`config.mk`:
```
export PLATFORM = sky130hd
export DESIGN_NAME = stat_irq_agg
export DESIGN_NICKNAME = d
export VERILOG_FILES = /design/src/rtl/irq_agg_pkg.sv /design/src/rtl/irq_addr_decode.sv /design/src/rtl/irq_stat_bank.sv /design/src/rtl/irq_info_encode.sv /design/src/rtl/stat_irq_agg.sv
export SDC_FILE = /design/constraint.sdc
export NUM_CORES = 1
export LEC_CHECK = 0
export BUFFER_PORTS_ARGS = -buffer_cell sky130_fd_sc_hd__buf_2
export CAP_MARGIN = 20
export CORE_MARGIN = 2
export CORE_UTILIZATION = 25
export DETAILED_ROUTE_END_ITERATION = 10
export GPL_TIMING_DRIVEN = 1
export PLACE_DENSITY = 0.41
export SKIP_CTS_REPAIR_TIMING = 1
export SLEW_MARGIN = 20
export SYNTH_ARGS = -nofsm -noshare
export SYNTH_HDL_FRONTEND = slang
export SYNTH_SLANG_ARGS = --single-unit
```
`constraint.sdc`:
```
create_clock -name clk -period 2.3 [get_ports clk]
set_input_delay 0.23 -clock clk [delete_from_list [all_inputs] [get_ports clk]]
set_output_delay 0.23 -clock clk [all_outputs]
set_load 0.03 [all_outputs]
```
`src/rtl/irq_agg_pkg.sv`:
```
package irq_agg_pkg;
  typedef enum logic [2:0] {
    RGN_NONE   = 3'd0,
    RGN_STATUS = 3'd1,
    RGN_MASK   = 3'd2,
    RGN_CTRL   = 3'd3,
    RGN_INFO   = 3'd4
  } irq_region_e;
endpackage

```
`src/rtl/irq_addr_decode.sv`:
```
module irq_addr_decode
  import irq_agg_pkg::*;
#(
  parameter int NUM_REGS = 16,
  parameter int N_INFO   = 2,
  parameter int ADDR_W   = 6,
  parameter int IDX_W    = 4
) (
  input  logic [ADDR_W-1:0] addr,
  output irq_region_e       region,
  output logic [IDX_W-1:0]  idx
);
  localparam int MASK_BASE = NUM_REGS;
  localparam int CTRL_ADDR = 2 * NUM_REGS;
  localparam int INFO_BASE = CTRL_ADDR + 1;
  localparam int INFO_END  = INFO_BASE + N_INFO;

  int a;
  assign a = int'(addr);

  always_comb begin
    region = RGN_NONE;
    idx    = '0;
    if (a < MASK_BASE) begin
      region = RGN_STATUS;
      idx    = IDX_W'(a);
    end else if (a < CTRL_ADDR) begin
      region = RGN_MASK;
      idx    = IDX_W'(a - MASK_BASE);
    end else if (a == CTRL_ADDR) begin
      region = RGN_CTRL;
    end else if (a < INFO_END) begin
      region = RGN_INFO;
      idx    = IDX_W'(a - INFO_BASE);
    end
  end
endmodule

```
`src/rtl/irq_stat_bank.sv`:
```
module irq_stat_bank #(
  parameter int REG_W = 8
) (
  input  logic             clk,
  input  logic             rst_n,
  input  logic [REG_W-1:0] ev,
  input  logic             clr_we,
  input  logic             mask_we,
  input  logic [REG_W-1:0] wdata,
  output logic [REG_W-1:0] status,
  output logic [REG_W-1:0] mask
);
  logic [REG_W-1:0] clr_bits;
  assign clr_bits = clr_we ? wdata : '0;

  // events are OR-ed in after the clear, so a colliding event survives
  always_ff @(posedge clk) begin
    if (!rst_n) begin
      status <= '0;
      mask   <= '0;
    end else begin
      status <= (status & ~clr_bits) | ev;
      if (mask_we) mask <= wdata;
    end
  end
endmodule

```
`src/rtl/irq_info_encode.sv`:
```
module irq_info_encode #(
  parameter int NUM_REGS = 16,
  parameter int REG_W    = 8,
  parameter int N_INFO   = 2
) (
  input  logic [NUM_REGS*REG_W-1:0] status_flat,
  input  logic [NUM_REGS*REG_W-1:0] mask_flat,
  output logic [N_INFO*REG_W-1:0]   info_flat
);
  always_comb begin
    info_flat = '0;
    for (int k = 0; k < NUM_REGS; k++) begin
      info_flat[k] = |(status_flat[k*REG_W +: REG_W] & mask_flat[k*REG_W +: REG_W]);
    end
  end
endmodule

```
`src/rtl/stat_irq_agg.sv`:
```
module stat_irq_agg
  import irq_agg_pkg::*;
#(
  parameter int NUM_REGS = 16,
  parameter int REG_W    = 8,
  parameter int DIS_BIT  = 6,
  localparam int N_INFO  = (NUM_REGS + REG_W - 1) / REG_W,
  localparam int ADDR_W  = $clog2(2 * NUM_REGS + 1 + N_INFO)
) (
  input  logic                      clk,
  input  logic                      rst_n,
  input  logic [NUM_REGS*REG_W-1:0] ev_in,
  input  logic                      wr_en,
  input  logic [ADDR_W-1:0]         wr_addr,
  input  logic [REG_W-1:0]          wr_data,
  input  logic [ADDR_W-1:0]         rd_addr,
  output logic [REG_W-1:0]          rd_data,
  output logic                      irq_n
);
  localparam int IDX_W = (NUM_REGS > 1) ? $clog2(NUM_REGS) : 1;

  irq_region_e           wr_region, rd_region;
  logic [IDX_W-1:0]      wr_idx, rd_idx;
  logic [NUM_REGS*REG_W-1:0] status_flat, mask_flat;
  logic [N_INFO*REG_W-1:0]   info_flat;
  logic                  dis_q;

  irq_addr_decode #(.NUM_REGS(NUM_REGS), .N_INFO(N_INFO), .ADDR_W(ADDR_W), .IDX_W(IDX_W))
    u_wr_dec (.addr(wr_addr), .region(wr_region), .idx(wr_idx));

  irq_addr_decode #(.NUM_REGS(NUM_REGS), .N_INFO(N_INFO), .ADDR_W(ADDR_W), .IDX_W(IDX_W))
    u_rd_dec (.addr(rd_addr), .region(rd_region), .idx(rd_idx));

  for (genvar g = 0; g < NUM_REGS; g++) begin : g_bank
    logic sel;
    assign sel = wr_en && (wr_idx == IDX_W'(g));
    irq_stat_bank #(.REG_W(REG_W)) u_bank (
      .clk     (clk),
      .rst_n   (rst_n),
      .ev      (ev_in[g*REG_W +: REG_W]),
      .clr_we  (sel && (wr_region == RGN_STATUS)),
      .mask_we (sel && (wr_region == RGN_MASK)),
      .wdata   (wr_data),
      .status  (status_flat[g*REG_W +: REG_W]),
      .mask    (mask_flat[g*REG_W +: REG_W])
    );
  end

  always_ff @(posedge clk) begin
    if (!rst_n)                                  dis_q <= 1'b0;
    else if (wr_en && (wr_region == RGN_CTRL))   dis_q <= wr_data[DIS_BIT];
  end

  irq_info_encode #(.NUM_REGS(NUM_REGS), .REG_W(REG_W), .N_INFO(N_INFO)) u_info (
    .status_flat (status_flat),
    .mask_flat   (mask_flat),
    .info_flat   (info_flat)
  );

  assign irq_n = ~((|info_flat) & ~dis_q);

  always_comb begin
    rd_data = '0;
    case (rd_region)
      RGN_STATUS: rd_data = status_flat[int'(rd_idx)*REG_W +: REG_W];
      RGN_MASK:   rd_data = mask_flat[int'(rd_idx)*REG_W +: REG_W];
      RGN_CTRL:   rd_data[DIS_BIT] = dis_q;
      RGN_INFO:   rd_data = info_flat[int'(rd_idx)*REG_W +: REG_W];
      default:    rd_data = '0;
    endcase
  end
endmodule

```
Word level (Yosys, flattened, before mapping)
Index checks and enable logic that the tools add are counted.

Equality and inequality tests: 24. Shift-type cells: 3. $lt $le $gt $ge: 6. Add/subtract/negate cells: 4. Reductions and logical operators: 67. Mux-type cells: 35. Bitwise gates (word level): 67.

Operator list (count): $and 8x8->8 (32); $shiftx 128x8->8 (2); $mux 8 (16); $not 8->8 (16); $or 8x8->8 (16); $reduce_or 128->1 (1); $reduce_or 8->1 (16); $logic_and 1x1->1 (49); $eq 4x4->1 const B (8); $mux 4 (8); $lt 6x6->1 const B (4); $mux 3 (8); $pmux 6 s3 (1); $eq 4x3->1 const B (4); $shiftx 16x8->8 (1); $sub 4x1->4 const B (4); $eq 3x2->1 const B (4); $eq 6x6->1 const B (2); $lt 6x5->1 const B (2); $eq 4x2->1 const B (2); $eq 3x1->1 const B (2); $eq 4x1->1 const B (1); $logic_not 4->1 (1); $pmux 1 s4 (1); other kinds (4) (5).

Input port bits: 151. Output and inout bits: 9. Register bits after elaboration: 257. Logic and storage cells: 239.

Depth between registers and ports, before layout
Gate-level depths: netlist of the first run.

Depth after elaboration: 12. Mapped depth: 12. Gate-level depth less buffers: 9.

Hierarchy
From an unflattened synthesis of the first run, not the netlist that was laid out.

Cells, all modules: 1375. Area, all modules: 13481.7 um2.

By module, submodules not included: irq_stat_bank (cells each 59, sequential area each 320.3 um2, area an instance 618.1 um2, times used 16); stat_irq_agg (cells each 313, sequential area each 20.0 um2, area an instance 2741.4 um2, times used 1); irq_info_encode (cells each 80, sequential area each 0.0 um2, area an instance 580.6 um2, times used 1); irq_addr_decode (cells each 19, sequential area each 0.0 um2, area an instance 135.1 um2, times used 2).

Worst setup path before layout of the first run
Ideal clock, no wire load.

Kind: input to output. Start point: input rd_addr[0]. End point: output rd_data[0]. Stages: 10. Path buffers: 3. Arrival: 2.444 ns. Slack: -0.374 ns. Required time: 2.070 ns. Cells stage by stage: inv_1 ha_1 nor3_1 a21boi_1 buf_2 buf_2 buf_2 a32oi_1 nor3_1 o41ai_2.

Cells in the longest elaborated chain, start to end: 7. Elaborated cells between the ends (all ways): 21. Those cells by class: 2 x add/sub; 3 x order compare; 4 x eq/ne; 3 x shift; 9 x mux.

Ends and longest elaborated chain: from (decl) (RTL line stat_irq_agg.sv:16) `input logic [ADDR_W-1:0] rd_addr,`; $lt 6x6->1 or $sub 4x1->4 (tied branches) (RTL line irq_addr_decode.sv:32, irq_addr_decode.sv:34); $mux 4 or $mux 3 (tied branches) (RTL line irq_addr_decode.sv:32) `end else if (a < INFO_END) begin`; $mux 4 or $mux 3 (tied branches) (RTL line irq_addr_decode.sv:30) `end else if (a == CTRL_ADDR) begin`; $mux 4 or $mux 3 (tied branches) (RTL line irq_addr_decode.sv:27) `end else if (a < CTRL_ADDR) begin`; $mux 4 or $mux 3 (tied branches) (RTL line irq_addr_decode.sv:24) `if (a < MASK_BASE) begin`; $shiftx 128x8->8, or another cell as far along (RTL line stat_irq_agg.sv:66) `RGN_MASK: rd_data = mask_flat[int'(rd_idx)*REG_W +: REG_W];`; $pmux 6 s3 (*) (RTL line stat_irq_agg.sv:64) `case (rd_region)`; to (decl) (RTL line stat_irq_agg.sv:17) `output logic [REG_W-1:0] rd_data,`.

Mark *: on every way between the ends. The rest lies on a longest branch, timed or not.

Worst setup path after layout of the first run
Start point: input rd_addr[3]. End point: output rd_data[5].

Same word-level chain as after synthesis.

==> flow_summary.toml, run 1 <==
[logic_synthesis]
ys_async_sr_fraction_pct = 0
yosysTopAreaCellShare_pct = 39.2
syn_area_um2 = 13100
yosysMostFrequentCell = "nand2_1"
synth_nets = 1745
ys_ff_latch = 257
synth_ff_type = "dfxtp_1"
yosys.area.top_type = "dfxtp_1"
synth_seq_area_share_pct = 39.2
synthTopCellsByCount = "nand2_1 (271), dfxtp_1 (257), mux2i_1 (142), nor2b_1 (104), o21ai_0 (80)"
synth_cell_types = 57
synth_cells = 1590
synthTopCellsByArea = "dfxtp_1 (39%), mux2i_1 (11%), nand2_1 (7.8%)"
avgSynthCellArea_um2 = 8.25
synth_edf_count = 0
synth_warnings = 0

[routing]
vias_per_cell = 5.10
dr.pass1.iters = 5
finalWirelength_mm = 68.2
drc = 0
final_antenna_net_count = 0
num_vias = 13900
wl_per_cell_um = 25.0
drt_iter0_drc = 1109

[clocking]
cts_buffers = 31
cts.sink_count = 257
insertion_delay_ns = 0.58
h-tree-depth = 1
clockBufferDepth = 3
clk_root_buffer_cell = "clkbuf_16"
cts_tree = "done"
path_clk_slew_ns = 0.06

[sta]
rsz0062_at_grt = "true"
tns_ns = -4.48
slew_violations = 0
setup_viol = 9
finClkSkew_ns = 0
final.min_clock_period_ns = 2.89
fmax_mhz = 346
hold_violations = 0
timing.final.crit_share_pct = 126
max_slew_margin_pct = 51.1
timing.final.ws_setup_ns = -0.593
fin_hold_ws_ns = 0.0763
tightest_slew_ns = 0.725

[grt]
grt_overflow = 0
antenna_found_initial = 0
grt_pass1_wl_mm = 93.7
grt_max_degree = 83
grt.total_usage_pct = 23.9
grt_pass1_vias = 13000

[floorplanning]
ios = 160
die_h_um = 233
rows = 83
die_area_um2 = 54300
core_um2 = 51600
die_w_um = 233
start_util_pct = 25.4

[hold_path]
hold_path_end = "g_bank[13].u_bank.status[4]$_SDFF_PN0_"
hold_class = "input port to register"
min_from = "rst_n"
hold_depth = 3

[critical_path]
endpoint_kind = "output port"
cp_max_fo = 6
ff2ff_path_depth = 2
timing.rr.end = "g_bank[14].u_bank.status[4]$_SDFF_PN0_"
cp-start-kind = "input port"
crit_type = "input port to output port"
cp.required_ns = 2.07
reg2reg_setup_slack_ns = 1.33
r2r_start = "g_bank[14].u_bank.status[4]$_SDFF_PN0_"
cp.arrival_ns = 2.66

[cells_and_area]
fin_cells = 2734
final_area_um2 = 19300
fin_nets = 2186
area_growth_pct = 47.1
num_antenna_cells = 0
drive_above_1_share_pct = 25.2
final.fill_count = 5309

[power_and_ir_drop]
comb_power_share_pct = 16.1
peakVddDrop_mv = 0.530
pwr-share-clk_pct = 43.7
power.share.sequential_pct = 40.2
leakage_nw = 8.38
p_switching_mw = 3.37
switching_share_pct = 27.9
p_total_mw = 12.1
power_density_nw_per_um2 = 627
p_int_mw = 8.73

[placed_design]
dp_cells = 2525
placed_cell_area_um2 = 16300
place.gp.congestion = 0.996
port-buffer-count = 159
dp_hpwl_mm = 52.1

[status]
violations = "setup timing"
outcome = "finished, violations left"

[run]
maxCapViolations = 0
power by group through the flow:
| stage | Clock, mW | Combinational, mW | Sequential (mW) |
|---|---|---|---|
| floorplan | 0 | 0.803 | 4.81 |
| global placement | 0 | 1.61 | 4.96 |
| finish | 5.28 | 1.95 | 4.87 |
| CTS | 5.41 | 1.62 | 4.86 |
| detailed placement | 0 | 1.62 | 4.96 |
| global route | 5.59 | 2.07 | 4.87 |
flip-flops by register name, summed over array words and instances (netlist names):
| register | count |
|---|---|
| dis_q | 1 |
| g_bank.u_bank.status | 128 |
| g_bank.u_bank.mask | 128 |
stage by stage:
stage	utilization, %	setup slack, ns
6_report	37.4	-0.593
5_1_grt	37.4	-0.640
4_1_cts	33.6	-0.749
3_5_place_dp	31.5	-0.725
3_3_place_gp	31.5	-0.790
2_1_floorplan	-	-0.0672
cell type report:
cell class / count / area, um^2 / share of cell area [%]
clock buffers: 41 / 863 / 4.47
multi-input cells: 1160 / 7720 / 40.0
repair buffers: 510 / 4240 / 22.0
flip-flops and latches: 257 / 5150 / 26.7
clock inverters: 15 / 214 / 1.11
well taps: 680 / 851 / 4.41
inverters: 71 / 267 / 1.38
per-layer routing:
metal,track usage (%),up-vias,part of all wire [%]
li1,-,6575,-
met1,30.8,6833,43
met2,42.2,437,49
met3,2.17,104,4.2
met4,7.17,0,3.6
met5,0,-,0
cells in the final DEF, fill, tap and decap left out, drive strengths merged, types with 31 or more instances in the layout:
cell | synthesis | final
o21ai | 84 | 84
dfxtp | 257 | 257
a21oi | 77 | 77
a21boi | 66 | 66
nand3 | 60 | 60
nand2 | 271 | 271
nor2b | 104 | 104
nor2 | 31 | 31
a31oi | 73 | 73
a22oi | 76 | 76
mux2i | 142 | 142
o21a | 35 | 35
buf | 30 | 378
clkbuf | 72 | 45
inv | 71 | 74
dlygate4sd3 | 0 | 128
logic make-up (layout without fill, tap and decap cells):
| family | count (synthesis) | in the layout | share of synthesized area (%) |
|---|---|---|---|
| fa+ha+maj | 4 | 4 | 0.381 |
| compound gates | 475 | 475 | 24.2 |
| mux | 145 | 145 | 11.3 |
| simple gates | 536 | 536 | 19.5 |
| flops | 257 | 257 | 39.2 |
| buf+inv | 173 | 637 | 5.44 |
worst max-delay path, stage by stage:
cell and delay (ns):
buf_6 0.09, or4b_4 0.59, o21ai_4 0.19, buf_12 0.14, buf_12 0.11, clkbuf_16 0.14
buf_4 0.12, nand2_1 0.07, a32oi_1 0.25, nor3_1 0.15, o41ai_4 0.37, buf_6 0.20
worst max-delay path by stage:
stage,slack (ns),from,endpoint
global placement,-0.79,rd_addr[0],rd_data[5]
floorplan,-0.07,rd_addr[2],rd_data[0]
global route,-0.64,rd_addr[1],rd_data[1]
finish,-0.59,rd_addr[3],rd_data[5]
CTS,-0.75,rd_addr[0],rd_data[5]
detailed placement,-0.72,rd_addr[0],rd_data[5]
No activity file was read; power rests on OpenSTA's default activity.
==> run 2: changes to the inputs <==
==> constraint.sdc (replaced) <==
create_clock -name clk -period 2.3 [get_ports clk]
set_input_delay 0.23 -clock clk [delete_from_list [all_inputs] [get_ports clk]]
set_output_delay 0.23 -clock clk [all_outputs]
set_load 0.005 [all_outputs]
==> flow_summary.toml, run 2 (synthesis gave the netlist of run 1 again) <==
[status]
outcome = "finished, violations left"
violations = "setup timing"

[clocking]
h-tree-depth = 1
cts_tree = "done"
cts.sink_count = 257
insertion_delay_ns = 0.57
clk_root_buffer_cell = "clkbuf_16"
clockBufferDepth = 3
cts_buffers = 31
path_clk_slew_ns = 0.06

[critical_path]
cp-start-kind = "input port"
crit_type = "input port to output port"
cp.arrival_ns = 2.62
cp.required_ns = 2.07
cp_max_fo = 7
endpoint_kind = "output port"

[power_and_ir_drop]
power_density_nw_per_um2 = 599
pwr-share-clk_pct = 41.6
power.share.sequential_pct = 41.9
p_switching_mw = 3.24
leakage_nw = 8.39
peakVddDrop_mv = 0.596
p_total_mw = 11.6
p_int_mw = 8.38
switching_share_pct = 27.9
comb_power_share_pct = 16.5

[cells_and_area]
num_antenna_cells = 0
final_area_um2 = 19400
drive_above_1_share_pct = 26.5
fin_nets = 2206
top_regs = "g_bank.u_bank.mask (128), g_bank.u_bank.status (128), dis_q (1)"
final.fill_count = 5338
mostFrequentLayoutCells = "nand2_1 (268), dfxtp_1 (249), buf_4 (197)"
layout_commonest_cell = "nand2_1"
area_growth_pct = 47.8

[grt]
grt_max_degree = 78
grt_pass1_vias = 13000
grt_overflow = 0
grt_pass1_wl_mm = 94.8
antenna_found_initial = 0
grt.total_usage_pct = 24.1

[sta]
final.min_clock_period_ns = 2.85
rsz0062_at_grt = "true"
tightest_slew_ns = 0.807
finClkSkew_ns = 0
fmax_mhz = 351
hold_violations = 0
timing.final.crit_share_pct = 124
timing.final.ws_setup_ns = -0.547
tns_ns = -3.95
slew_violations = 0
fin_hold_ws_ns = 0.0603
setup_viol = 9
max_slew_margin_pct = 45.6

[floorplanning]
core_um2 = 51600
die_h_um = 233
ios = 160
die_area_um2 = 54300
die_w_um = 233
rows = 83
start_util_pct = 25.4

[hold_path]
hold_class = "input port to register"

[routing]
finalWirelength_mm = 68.0
vias_per_cell = 5.14
drt_iter0_drc = 1323
dr.pass1.iters = 5
final_antenna_net_count = 0
drc = 0
num_vias = 14100
wl_per_cell_um = 24.7

[placed_design]
port-buffer-count = 159
dp_hpwl_mm = 52.5
dpl_worst_slack_ns = -1.03
placed_cell_area_um2 = 16200
place.gp.congestion = 0.996

[run]
maxCapViolations = 0
## run 2: worst paths after layout
| check | startpoint | endpoint | slack [ns] | depth (start not counted) |
|---|---|---|---|---|
| worst min-delay path | wr_data[7] | g_bank[12].u_bank.mask[7]$_SDFFE_PN0P_ | 0.06 | 3 |
| worst max-delay path | rd_addr[0] | rd_data[0] | -0.55 | 12 |
| worst min register to register | g_bank[15].u_bank.mask[0]$_SDFFE_PN0P_ | g_bank[15].u_bank.mask[0]$_SDFFE_PN0P_ | 0.50 | 2 |
| worst max register to register | g_bank[5].u_bank.status[4]$_SDFF_PN0_ | g_bank[5].u_bank.status[4]$_SDFF_PN0_ | 1.38 | 3 |
## run 2: routing by layer
metal / GRT usage (%) / wire (um) / up-vias / part of all wire [%]
met3: 2.53 / 4000 / 66 / 5.9
met1: 36.5 / 33300 / 6941 / 49
met4: 5.79 / 1470 / 0 / 2.2
met5: 0 / 0 / - / 0
li1: - / - / 6610 / -
met2: 36.2 / 29200 / 522 / 43
## run 2: cell type report
class,count,area [um^2],share of cell area [%]
multi-input combinational,1160,7720,39.8
sequential,257,5160,26.6
timing repair buffer,530,4430,22.8
clock buffer,43,871,4.49
tap,680,851,4.39
clock inverter,9,101,0.523
inverter,71,267,1.37
## run 2: power groups by stage
| stage | sequential (mW) | combinational, mW | clock (mW) |
|---|---|---|---|
| 3_5_place_dp | 4.95 | 1.55 | 0 |
| 4_1_cts | 4.86 | 1.56 | 4.92 |
| 2_1_floorplan | 4.81 | 0.735 | 0 |
| 6_report | 4.87 | 1.92 | 4.83 |
| 3_3_place_gp | 4.96 | 1.54 | 0 |
| 5_1_grt | 4.88 | 2.05 | 5.10 |
## run 2: stage by stage
stage / utilization [%] / cells
finish: 37.6 / 2750
global placement: 31.4 / 2537
CTS: 33.3 / 2589
floorplan: - / 1590
detailed placement: 31.4 / 2537
global route: 37.6 / 2750
## run 2: worst max-delay path: stages
cell	delay (ns)
buf_12	0.11
ha_4	0.17
or3_4	0.41
o21ai_4	0.18
buf_12	0.15
buf_16	0.13
buf_4	0.11
nand2_1	0.08
a32oi_2	0.22
nor3_1	0.08
o41ai_2	0.52
buf_2	0.21
==> run 3: changes to the inputs <==
--- a/config.mk
+++ b/config.mk
@@ -9,8 +9,8 @@
 export CAP_MARGIN = 20
 export CORE_MARGIN = 2
-export CORE_UTILIZATION = 25
+export CORE_UTILIZATION = 45
 export DETAILED_ROUTE_END_ITERATION = 10
 export GPL_TIMING_DRIVEN = 1
-export PLACE_DENSITY = 0.41
+export PLACE_DENSITY = 0.67
 export SKIP_CTS_REPAIR_TIMING = 1
 export SLEW_MARGIN = 20
==> constraint.sdc (replaced) <==
create_clock -name clk -period 2.3 [get_ports clk]
set_input_delay 0.115 -clock clk [delete_from_list [all_inputs] [get_ports clk]]
set_output_delay 0.115 -clock clk [all_outputs]
set_load 0.005 [all_outputs]
==> flow_summary.toml, run 3 (synthesis gave the netlist of run 1 again) <==
[cells_and_area]
top_regs = "g_bank.u_bank.mask (128), g_bank.u_bank.status (128), dis_q (1)"
finish.utilization_pct = 63.6
drive_above_1_share_pct = 23.0
fin_nets = 2147
mostFrequentLayoutCells = "nand2_1 (262), dfxtp_1 (257), buf_2 (151)"
fin_cells = 2393
final.fill_count = 2401
num_antenna_cells = 0
area_growth_pct = 39.1
layout_commonest_cell = "nand2_1"

[sta]
max_slew_margin_pct = 54.0
slew_violations = 0
timing.final.crit_share_pct = 116
setup_viol = 8
finClkSkew_ns = 0
timing.final.ws_setup_ns = -0.359
tightest_slew_ns = 0.690
fmax_mhz = 376
fin_hold_ws_ns = -0.00154
final.min_clock_period_ns = 2.66
hold_violations = 2
rsz0062_at_grt = "true"

[critical_path]
critPathMaxStageDelay_ns = 0.51
crit_chain = "buf_12, ha_4, or3_4, o21ai_4, buf_6, buf_12, buf_6, nand2_2, a22oi_2, nor3_2, o41ai_2, buf_2"
cp_slowest_cell = "o41ai_2"
cp_max_fo = 8
cp.arrival_ns = 2.54
cp.required_ns = 2.18
cp-start-kind = "input port"
endpoint_kind = "output port"
crit_type = "input port to output port"

[routing]
final_antenna_net_count = 0
drt_iter0_drc = 1832
finalWirelength_mm = 59.0
dr.pass1.iters = 6
wl_per_cell_um = 24.6
drc = 0
num_vias = 14400
vias_per_cell = 6.01

[status]
violations = "hold timing, setup timing"
outcome = "finished, violations left"

[floorplanning]
start_util_pct = 45.7
core_um2 = 28700
die_h_um = 175
die_area_um2 = 30500
ios = 160
rows = 62
die_w_um = 175

[clocking]
insertion_delay_ns = 0.53
h-tree-depth = 1
cts_buffers = 26
cts_tree = "done"
clk_root_buffer_cell = "clkbuf_16"
path_clk_slew_ns = 0.06
clockBufferDepth = 3
cts.sink_count = 257

[power_and_ir_drop]
switching_share_pct = 27.0
peakVddDrop_mv = 0.757
p_switching_mw = 2.91
pwr-share-clk_pct = 38.5
comb_power_share_pct = 16.4
p_int_mw = 7.87
power.share.sequential_pct = 45.1
leakage_nw = 8.00
power_density_nw_per_um2 = 590

[placed_design]
dp_cells = 2186
place.gp.congestion = 1.05
port-buffer-count = 159
dpl_worst_slack_ns = -0.611
dp_hpwl_mm = 42.8

[grt]
antenna_found_initial = 0
grt_overflow = 0
grt.total_usage_pct = 35.3
grt_max_degree = 116
grt_pass1_vias = 13000
grt_pass1_wl_mm = 81.6

[hold_path]
hold_class = "input port to register"

[run]
maxCapViolations = 0
run 3: cell count changes in the layout (fill, tap and decap cells not counted), moves of 6 or more:
| cell | before | now |
|---|---|---|
| nand2_2 | 2 | 8 |
| a21oi_2 | 12 | 6 |
| buf_6 | 16 | 22 |
| nand2_1 | 268 | 262 |
| buf_12 | 25 | 15 |
| dfxtp_1 | 249 | 257 |
| dfxtp_2 | 7 | 0 |
| clkbuf_16 | 37 | 31 |
| a21oi_1 | 63 | 71 |
| buf_4 | 197 | 148 |
run 3: final cells by class:
cell class,count,area [um^2],area share (%)
well taps,384,480,2.63
multi-input cells,1160,7630,41.8
clock inverters,2,10.0,0.0548
repair buffers,476,3900,21.4
inverters,71,272,1.49
clock buffers,43,816,4.47
flip-flops and latches,257,5140,28.2
run 3: worst max-delay path: cells and delay by family:
kind                     cells  cell delay (ns)
buffers and inverters        5             0.75
AND/OR/NAND/NOR              3             0.52
AO/OA/AOI/OAI                3             0.96
adder cells (fa/ha/maj)      1             0.19
run 3: power by group through the flow:
stage | sequential, mW | clock (mW) | combinational (mW)
global route | 4.86 | 4.37 | 1.87
CTS | 4.85 | 4.18 | 1.36
global placement | 4.94 | 0 | 1.34
finish | 4.86 | 4.15 | 1.77
detailed placement | 4.94 | 0 | 1.36
floorplan | 4.81 | 0 | 0.734
run 3: routing by layer:
layer	part of all wire, %	wire length, um	track usage [%]
met5	0	0	0
met4	6.3	3710	17.6
met3	8.4	4970	5.59
met2	46	27300	57.4
met1	39	23000	45.4
run 3: through the flow:
step | hold slack [ns] | setup TNS (ns) | power [mW] | instance area, um^2
2_1_floorplan | 0.239 | 0 | 5.55 | 13100
3_3_place_gp | 0.322 | -3.18 | 6.28 | 15300
3_5_place_dp | 0.324 | -3.38 | 6.30 | 15300
4_1_cts | -0.230 | -3.57 | 10.4 | 16100
5_1_grt | 0.00357 | -2.47 | 11.1 | 18300
6_report | -0.00154 | -2.40 | 10.8 | 18300
run 3: final timing paths:
kind	start	endpoint	slack, ns	cells past startpoint
setup / recovery	rd_addr[1]	rd_data[7]	-0.36	12
hold / removal	wr_data[2]	g_bank[11].u_bank.status[2]$_SDFF_PN0_	-0.002	2
setup reg to reg	g_bank[3].u_bank.status[6]$_SDFF_PN0_	g_bank[3].u_bank.status[6]$_SDFF_PN0_	0.97	3
hold reg to reg	g_bank[13].u_bank.mask[2]$_SDFFE_PN0P_	g_bank[13].u_bank.mask[2]$_SDFFE_PN0P_	0.49	2
